`config.mk`:
```
export PLATFORM = sky130hd
export DESIGN_NAME = cache_maint_ctrl
export DESIGN_NICKNAME = d
export VERILOG_FILES = /design/src/rtl/cmo_pkg.sv /design/src/rtl/cmo_decode.sv /design/src/rtl/cmo_tag_store.sv /design/src/rtl/cmo_fsm.sv /design/src/rtl/cache_maint_ctrl.sv
export SDC_FILE = /design/constraint.sdc
export NUM_CORES = 1
export LEC_CHECK = 0
export BUFFER_PORTS_ARGS = -buffer_cell sky130_fd_sc_hd__buf_2
export CAP_MARGIN = 5
export CORE_UTILIZATION = 62
export CTS_BUF_LIST = sky130_fd_sc_hd__clkbuf_8
export CTS_CLUSTER_DIAMETER = 80
export DETAILED_ROUTE_END_ITERATION = 7
export HOLD_SLACK_MARGIN = 0.02
export MAX_ROUTING_LAYER = met4
export PLACE_DENSITY = 0.88
export SLEW_MARGIN = 20
export SYNTH_ARGS = -nofsm -noshare
export SYNTH_HDL_FRONTEND = slang
export SYNTH_SLANG_ARGS = --single-unit
```
`constraint.sdc`:
```
create_clock -name clk -period 6.8 [get_ports clk]
set_input_delay 1.02 -clock clk [delete_from_list [all_inputs] [get_ports clk]]
set_output_delay 1.02 -clock clk [all_outputs]
set_load 0.01 [all_outputs]
```
`src/rtl/cmo_pkg.sv`:
```
package cmo_pkg;

    localparam logic [5:0] CMO_OPCODE = 6'b101111;

    typedef struct packed {
        logic dcache;      // 1 = data cache
        logic by_index;    // 1 = select by index, 0 = by tag hit
        logic write_only;  // 1 = no write-back
    } cmo_cmd_t;

    localparam cmo_cmd_t CMD_NOP = '{dcache: 1'b0, by_index: 1'b0, write_only: 1'b0};

    typedef enum logic [2:0] {
        ST_IDLE,
        ST_LOOKUP,
        ST_WRITEBACK,
        ST_CLEAR,
        ST_DONE
    } cmo_state_e;

    function automatic cmo_cmd_t cmo_map_op(input logic [4:0] sel);
        cmo_cmd_t c;
        case (sel)
            5'b00000, 5'b01000: c = 3'b011;
            5'b10000:           c = 3'b001;
            5'b00001:           c = 3'b110;
            5'b01001:           c = 3'b111;
            5'b10001:           c = 3'b101;
            5'b10101:           c = 3'b100;
            default:            c = CMD_NOP;
        endcase
        return c;
    endfunction

endpackage

```
`src/rtl/cmo_decode.sv`:
```
module cmo_decode
    import cmo_pkg::*;
(
    input  logic [5:0] opcode,
    input  logic [4:0] op_sel,
    output logic       is_cmo,
    output cmo_cmd_t   cmd
);
    assign is_cmo = (opcode == CMO_OPCODE);
    assign cmd    = is_cmo ? cmo_map_op(op_sel) : CMD_NOP;
endmodule

```
`src/rtl/cmo_tag_store.sv`:
```
module cmo_tag_store #(
    parameter int LINES = 16,
    parameter int TAG_W = 20,
    localparam int IDX_W = $clog2(LINES)
) (
    input  logic             clk,
    input  logic             rst,
    input  logic             fill_en,
    input  logic [IDX_W-1:0] fill_idx,
    input  logic [TAG_W-1:0] fill_tag,
    input  logic             fill_dirty,
    input  logic             clr_en,
    input  logic [IDX_W-1:0] clr_idx,
    input  logic [IDX_W-1:0] rd_idx,
    output logic             rd_valid,
    output logic             rd_dirty,
    output logic [TAG_W-1:0] rd_tag
);
    logic [LINES-1:0] valid_q;
    logic [LINES-1:0] dirty_q;
    logic [TAG_W-1:0] tag_q [LINES];

    always_ff @(posedge clk) begin
        if (rst) begin
            valid_q <= '0;
            dirty_q <= '0;
            for (int i = 0; i < LINES; i++) begin
                tag_q[i] <= '0;
            end
        end else begin
            if (fill_en) begin
                valid_q[fill_idx] <= 1'b1;
                dirty_q[fill_idx] <= fill_dirty;
                tag_q[fill_idx]   <= fill_tag;
            end
            if (clr_en) begin
                valid_q[clr_idx] <= 1'b0;
                dirty_q[clr_idx] <= 1'b0;
                tag_q[clr_idx]   <= '0;
            end
        end
    end

    assign rd_valid = valid_q[rd_idx];
    assign rd_dirty = dirty_q[rd_idx];
    assign rd_tag   = tag_q[rd_idx];

    AST_CLEAR_TAKES: assert property (@(posedge clk) disable iff (rst)
        clr_en |=> !valid_q[$past(clr_idx)] && !dirty_q[$past(clr_idx)]);
    AST_RESET_EMPTY: assert property (@(posedge clk)
        rst |=> (valid_q == '0) && (dirty_q == '0));
endmodule

```
`src/rtl/cmo_fsm.sv`:
```
module cmo_fsm
    import cmo_pkg::*;
#(
    parameter int TAG_W = 20,
    parameter int IDX_W = 4,
    parameter int OFF_W = 4,
    localparam int PADDR_W = TAG_W + IDX_W + OFF_W
) (
    input  logic               clk,
    input  logic               rst,
    input  logic               instr_valid,
    input  logic               is_cmo,
    input  cmo_cmd_t           cmd_in,
    input  logic [IDX_W-1:0]   idx_in,
    input  logic [TAG_W-1:0]   ptag_in,
    input  logic               rd_valid,
    input  logic               rd_dirty,
    input  logic [TAG_W-1:0]   rd_tag,
    input  logic               wb_ack,
    output logic [IDX_W-1:0]   line_idx,
    output logic               sel_dcache,
    output logic               clr_en,
    output logic               busy,
    output logic               done,
    output logic               done_hit,
    output logic               flush_req,
    output logic               wb_req,
    output logic [PADDR_W-1:0] wb_addr
);
    cmo_state_e         state_q;
    cmo_cmd_t           cmd_q;
    logic [IDX_W-1:0]   idx_q;
    logic [TAG_W-1:0]   tag_q;
    logic               hit_q;
    logic [PADDR_W-1:0] wb_addr_q;
    logic               start;
    logic               hit_now;

    assign start   = instr_valid && is_cmo && (state_q == ST_IDLE);
    assign hit_now = rd_valid && (cmd_q.by_index || (rd_tag == tag_q));

    always_ff @(posedge clk) begin
        if (rst) begin
            state_q   <= ST_IDLE;
            cmd_q     <= CMD_NOP;
            idx_q     <= '0;
            tag_q     <= '0;
            hit_q     <= 1'b0;
            wb_addr_q <= '0;
        end else begin
            case (state_q)
                ST_IDLE: begin
                    if (start) begin
                        cmd_q   <= cmd_in;
                        idx_q   <= idx_in;
                        tag_q   <= ptag_in;
                        hit_q   <= 1'b0;
                        state_q <= (cmd_in == CMD_NOP) ? ST_DONE : ST_LOOKUP;
                    end
                end
                ST_LOOKUP: begin
                    hit_q <= hit_now;
                    if (hit_now && !cmd_q.write_only && rd_dirty) begin
                        wb_addr_q <= {rd_tag, idx_q, {OFF_W{1'b0}}};
                        state_q   <= ST_WRITEBACK;
                    end else if (hit_now) begin
                        state_q <= ST_CLEAR;
                    end else begin
                        state_q <= ST_DONE;
                    end
                end
                ST_WRITEBACK: begin
                    if (wb_ack) begin
                        state_q <= ST_CLEAR;
                    end
                end
                ST_CLEAR: state_q <= ST_DONE;
                ST_DONE:  state_q <= ST_IDLE;
                default:  state_q <= ST_IDLE;
            endcase
        end
    end

    assign line_idx   = idx_q;
    assign sel_dcache = cmd_q.dcache;
    assign clr_en     = (state_q == ST_CLEAR);
    assign busy       = (state_q == ST_LOOKUP) || (state_q == ST_WRITEBACK) || (state_q == ST_CLEAR);
    assign done       = (state_q == ST_DONE);
    assign done_hit   = done && hit_q;
    assign flush_req  = done && (cmd_q != CMD_NOP) && !cmd_q.dcache;
    assign wb_req     = (state_q == ST_WRITEBACK);
    assign wb_addr    = wb_addr_q;

    AST_WB_HOLD: assert property (@(posedge clk) disable iff (rst)
        wb_req && !wb_ack |=> wb_req && $stable(wb_addr));
    AST_WB_DATA_ONLY: assert property (@(posedge clk) disable iff (rst)
        wb_req |-> cmd_q.dcache && !cmd_q.write_only);
    AST_FLUSH_AT_DONE: assert property (@(posedge clk) disable iff (rst)
        flush_req |-> done);
    AST_DONE_PULSE: assert property (@(posedge clk) disable iff (rst)
        done |=> !done && !busy);
    AST_NOP_ONE_CYCLE: assert property (@(posedge clk) disable iff (rst)
        start && (cmd_in == CMD_NOP) |=> done && !busy && !done_hit);
    AST_BUSY_HOLDS: assert property (@(posedge clk) disable iff (rst)
        busy |=> busy || done);
endmodule

```
`src/rtl/cache_maint_ctrl.sv`:
```
module cache_maint_ctrl
    import cmo_pkg::*;
#(
    parameter int LINES      = 16,
    parameter int LINE_BYTES = 16,
    parameter int TAG_W      = 20,
    parameter int VADDR_W    = 32,
    localparam int IDX_W   = $clog2(LINES),
    localparam int OFF_W   = $clog2(LINE_BYTES),
    localparam int PADDR_W = TAG_W + IDX_W + OFF_W
) (
    input  logic               clk,
    input  logic               rst,
    input  logic               instr_valid,
    input  logic [31:0]        instr,
    input  logic [VADDR_W-1:0] vaddr,
    input  logic [TAG_W-1:0]   ptag,
    input  logic               fill_en,
    input  logic               fill_dcache,
    input  logic [VADDR_W-1:0] fill_vaddr,
    input  logic [TAG_W-1:0]   fill_ptag,
    input  logic               fill_dirty,
    input  logic               wb_ack,
    output logic               busy,
    output logic               done,
    output logic               done_hit,
    output logic               flush_req,
    output logic               wb_req,
    output logic [PADDR_W-1:0] wb_addr
);
    logic             is_cmo;
    cmo_cmd_t         cmd;
    logic [IDX_W-1:0] line_idx;
    logic             sel_dcache;
    logic             clr_en;
    logic [1:0]       rd_valid_c;
    logic [1:0]       rd_dirty_c;
    logic [TAG_W-1:0] rd_tag_c [2];
    logic             unused_bits;

    assign unused_bits = ^{instr[25:21], instr[15:0],
                           vaddr[VADDR_W-1:OFF_W+IDX_W], vaddr[OFF_W-1:0],
                           fill_vaddr[VADDR_W-1:OFF_W+IDX_W], fill_vaddr[OFF_W-1:0]};

    cmo_decode u_decode (
        .opcode (instr[31:26]),
        .op_sel (instr[20:16]),
        .is_cmo (is_cmo),
        .cmd    (cmd)
    );

    for (genvar c = 0; c < 2; c++) begin : g_cache
        cmo_tag_store #(
            .LINES (LINES),
            .TAG_W (TAG_W)
        ) u_tags (
            .clk        (clk),
            .rst        (rst),
            .fill_en    (fill_en && (fill_dcache == 1'(c))),
            .fill_idx   (fill_vaddr[OFF_W +: IDX_W]),
            .fill_tag   (fill_ptag),
            .fill_dirty (fill_dirty),
            .clr_en     (clr_en && (sel_dcache == 1'(c))),
            .clr_idx    (line_idx),
            .rd_idx     (line_idx),
            .rd_valid   (rd_valid_c[c]),
            .rd_dirty   (rd_dirty_c[c]),
            .rd_tag     (rd_tag_c[c])
        );
    end

    cmo_fsm #(
        .TAG_W (TAG_W),
        .IDX_W (IDX_W),
        .OFF_W (OFF_W)
    ) u_fsm (
        .clk         (clk),
        .rst         (rst),
        .instr_valid (instr_valid),
        .is_cmo      (is_cmo),
        .cmd_in      (cmd),
        .idx_in      (vaddr[OFF_W +: IDX_W]),
        .ptag_in     (ptag),
        .rd_valid    (rd_valid_c[sel_dcache]),
        .rd_dirty    (rd_dirty_c[sel_dcache]),
        .rd_tag      (rd_tag_c[sel_dcache]),
        .wb_ack      (wb_ack),
        .line_idx    (line_idx),
        .sel_dcache  (sel_dcache),
        .clr_en      (clr_en),
        .busy        (busy),
        .done        (done),
        .done_hit    (done_hit),
        .flush_req   (flush_req),
        .wb_req      (wb_req),
        .wb_addr     (wb_addr)
    );

    AST_FOREIGN_IGNORED: assert property (@(posedge clk) disable iff (rst)
        !busy && !done && instr_valid && !is_cmo |=> !busy && !done);
endmodule

```
==> results_dict.tcl <==
set metrics [dict create \
    grtUsageTotal 0.419 \
    drive_gt1_frac 0.108 \
    first_pass_iters 7 \
    hold_path_end "g_cache[1].u_tags.tag_q[12][16]$_SDFFE_PP0P_" \
    synthTopCellsByArea "dfxtp_1 46%, nand2_1 17%, a21oi_1 11%, mux4_2 6.5%, mux2i_1 5.8%" \
    drv_cap 0 \
    grt_pass1_vias 29400 \
    antenna_found_initial 8 \
    stdcell_count 4767 \
    p_total_uw 8730 \
    vias 31200 \
    ir_worst_vdd_mv 0.160 \
    critPathLaunchType "flip-flop" \
    numCtsBuffers 113 \
    synth_top_area_share 0.462 \
    clkTransAtPathRegs_ps 70 \
    wl_per_cell_um 23.6 \
    coreArea_um2 52700 \
    yosysSeqAreaShare 0.462 \
    period_minus_slack_ps 5010 \
    worstRegToRegCells 11 \
    avgSynthCellArea_um2 8.09 \
    gp_congestion 1.01 \
    synth_seq_cells 763 \
    rsz0062_at_grt "no" \
    reg2reg_slack_ps 1790 \
    crit_path_max_fanout 25 \
    tns_ps 0 \
    synth_cell_types 65 \
    rows 84 \
    drc 0 \
    finalHoldViolations 0 \
    timing_max_transition_violations_final 0 \
    hp-class "reg -> reg" \
    synth_edf_count 0 \
    die_w_um 233 \
    post_cts_buffers 0 \
    hold_path_startpoint "g_cache[1].u_tags.tag_q[12][16]$_SDFFE_PP0P_" \
    cts.path.max_buffers 3 \
    finalCritPeriodShare 0.737 \
    hold_depth 2 \
    root_buffer "clkbuf_8" \
    p_leak_uw 0.0116 \
    initial_core_util 0.628 \
    ctsResizeCount 0 \
    yosysWarnings 0 \
    cts_sinks 763 \
    synth_async_sr_flop_share 0 \
    vias_per_cell 6.55 \
    place_inst 4559 \
    cts_max_level 3 \
    area_growth_syn_to_layout_pct 7.63 \
    yosys.area.top_type "dfxtp_1" \
    ios 176 \
    rr_endpoint "u_fsm.wb_addr[21]$_SDFFE_PP0P_" \
    place_hpwl_um 65400 \
    max_slew.worst_pin.slew_ps 1300 \
    die_h_um 233 \
    cts_tree "done" \
    synth.cell_area_um2 33100 \
    critPathMaxStageDelay_ps 870 \
    syn_inst 4089 \
    ys.flop_type "dfxtp_1" \
    fill_cells 3889 \
    grt_max_degree 58 \
    status "completed" \
    cp_slowest_cell "dfxtp_2" \
    cts_hold_buf 0 \
    fin_worst_skew_ps 21.3 \
    wl_um 113000 \
    fin_nets 4129 \
    drtAntennaViolNets 0 \
    worst_skew_pair.late_latency_ps 740 \
    first_iter_violations 4851 \
    grt_pass1_wl_um 167000 \
    cp.arrival_ps 5690 \
    port_buffers 94 \
    setup_viol 0 \
    max-slew-margin-rel 0.131 \
    fmax_ghz 0.200 \
    required_ps 7480 \
    die-area_um2 54300 \
    power_density_nw_per_um2 245 \
    end_kind "flip-flop" \
    worst-setup-path-type "reg -> reg" \
    worstPathCellList "and2_1, buf_4, a22oi_1, a21oi_1, nor4_1, xnor2_1, nand4_1, nor4_2, a41oi_2, or4_4, o21ai_2" \
    grt_overflow 0 \
]
## cells by family after synthesis
| kind of cell | after synthesis | synth area share |
|---|---|---|
| buffers and inverters | 371 | 0.0495 |
| xor gates and xnor gates | 19 | 0.00526 |
| DFF | 763 | 0.462 |
| and+or+nand+nor | 1739 | 0.208 |
| other | 1 | 0.000113 |
| muxes | 291 | 0.125 |
| AOI/OAI and AO/OA | 905 | 0.150 |
## layer usage
metal | up-vias | part of all wire | global-route usage
li1 | 13500 | - | -
met1 | 14400 | 0.34 | 0.492
met2 | 2634 | 0.42 | 0.600
met3 | 685 | 0.16 | 0.134
met4 | 0 | 0.085 | 0.312
met5 | - | 0 | -
## power by group
group / internal [uW] / switching [uW] / leakage, uW
sequential: 4500 / 17.9 / 0.00615
combinational: 74.7 / 316 / 0.00406
clock: 2030 / 1790 / 0.00135
## flip-flops by register name, summed over array words and instances, names as in the netlist, named ones only
signal and count:
u_fsm.sel_dcache 1, g_cache.u_tags.dirty_q 32, g_cache.u_tags.valid_q 32, u_fsm.tag_q 20, u_fsm.line_idx 4, u_fsm.hit_q 1, u_fsm.state_q 3, u_fsm.cmd_q 2
u_fsm.wb_addr 24, g_cache.u_tags.tag_q 640
## layout make-up
cell class	instances	area (um^2)	area share
clock inverter	53	294	0.00826
tap	688	861	0.0242
inverter	2	7.51	0.000211
sequential	763	15300	0.429
timing repair buffer	148	901	0.0253
multi-input combinational	2958	16200	0.455
antenna	8	20.0	0.000563
clock buffer	147	2020	0.0568
## Yosys cell counts, types with 11 or more instances
cell         n
nand2_1   1459
nand4_1     12
a21o_1      24
o21ai_0     16
buf_4       18
nor3_1      18
nand3_1     49
buf_6       13
nor2b_1     23
dfxtp_1    763
mux4_2      95
buf_2       29
mux2i_1    192
nor2_1     123
clkbuf_1   302
a22oi_1     77
a21oi_1    740
nand2b_1    11
## metrics by stage
| stage | utilization | worst slack, ps | area [um^2] | hold WS (ps) |
|---|---|---|---|---|
| after detailed placement | 0.631 | 2150 | 33200 | 443 |
| after global placement | 0.631 | 2180 | 33200 | 439 |
| after CTS | 0.675 | 2040 | 35600 | 451 |
| after floorplan | - | 3790 | 33100 | 431 |
| after global routing | 0.676 | 1730 | 35600 | 467 |
| final | 0.676 | 1790 | 35600 | 452 |
## critical path, delay by kind of cell (launching register included)
family                    cells  cell delay (ps)
DFF                           1              870
and+or+nand+nor               5             2030
xor gates and xnor gates      1              180
buffers and inverters         1              410
AOI/OAI and AO/OA             4             1410
## placed cells by master (no fill, tap or decap), drive strengths merged, types with 8 or more instances in the layout
cell / n
buf: 148
nand2b: 11
a21o: 24
mux4: 96
o21ai: 20
inv: 44
dfxtp: 763
nand2: 1459
a22oi: 77
mux2i: 193
nand3: 49
nor2: 125
xor2: 9
nand4: 12
clkbuf: 147
a31o: 9
and3: 8
a21oi: 740
xnor2: 10
nor2b: 24
diode: 8
nor3: 18
## worst max-delay path by stage
stage	to	slack [ps]	cells past startpoint
floorplan	u_fsm.wb_addr[14]$_SDFFE_PP0P_	3790	11
global placement	u_fsm.wb_addr[24]$_SDFFE_PP0P_	2180	11
detailed placement	u_fsm.wb_addr[21]$_SDFFE_PP0P_	2150	11
CTS	u_fsm.wb_addr[21]$_SDFFE_PP0P_	2040	10
global route	u_fsm.wb_addr[13]$_SDFFE_PP0P_	1730	11
finish	u_fsm.wb_addr[21]$_SDFFE_PP0P_	1790	11
Power figures use the tool's default switching activity.
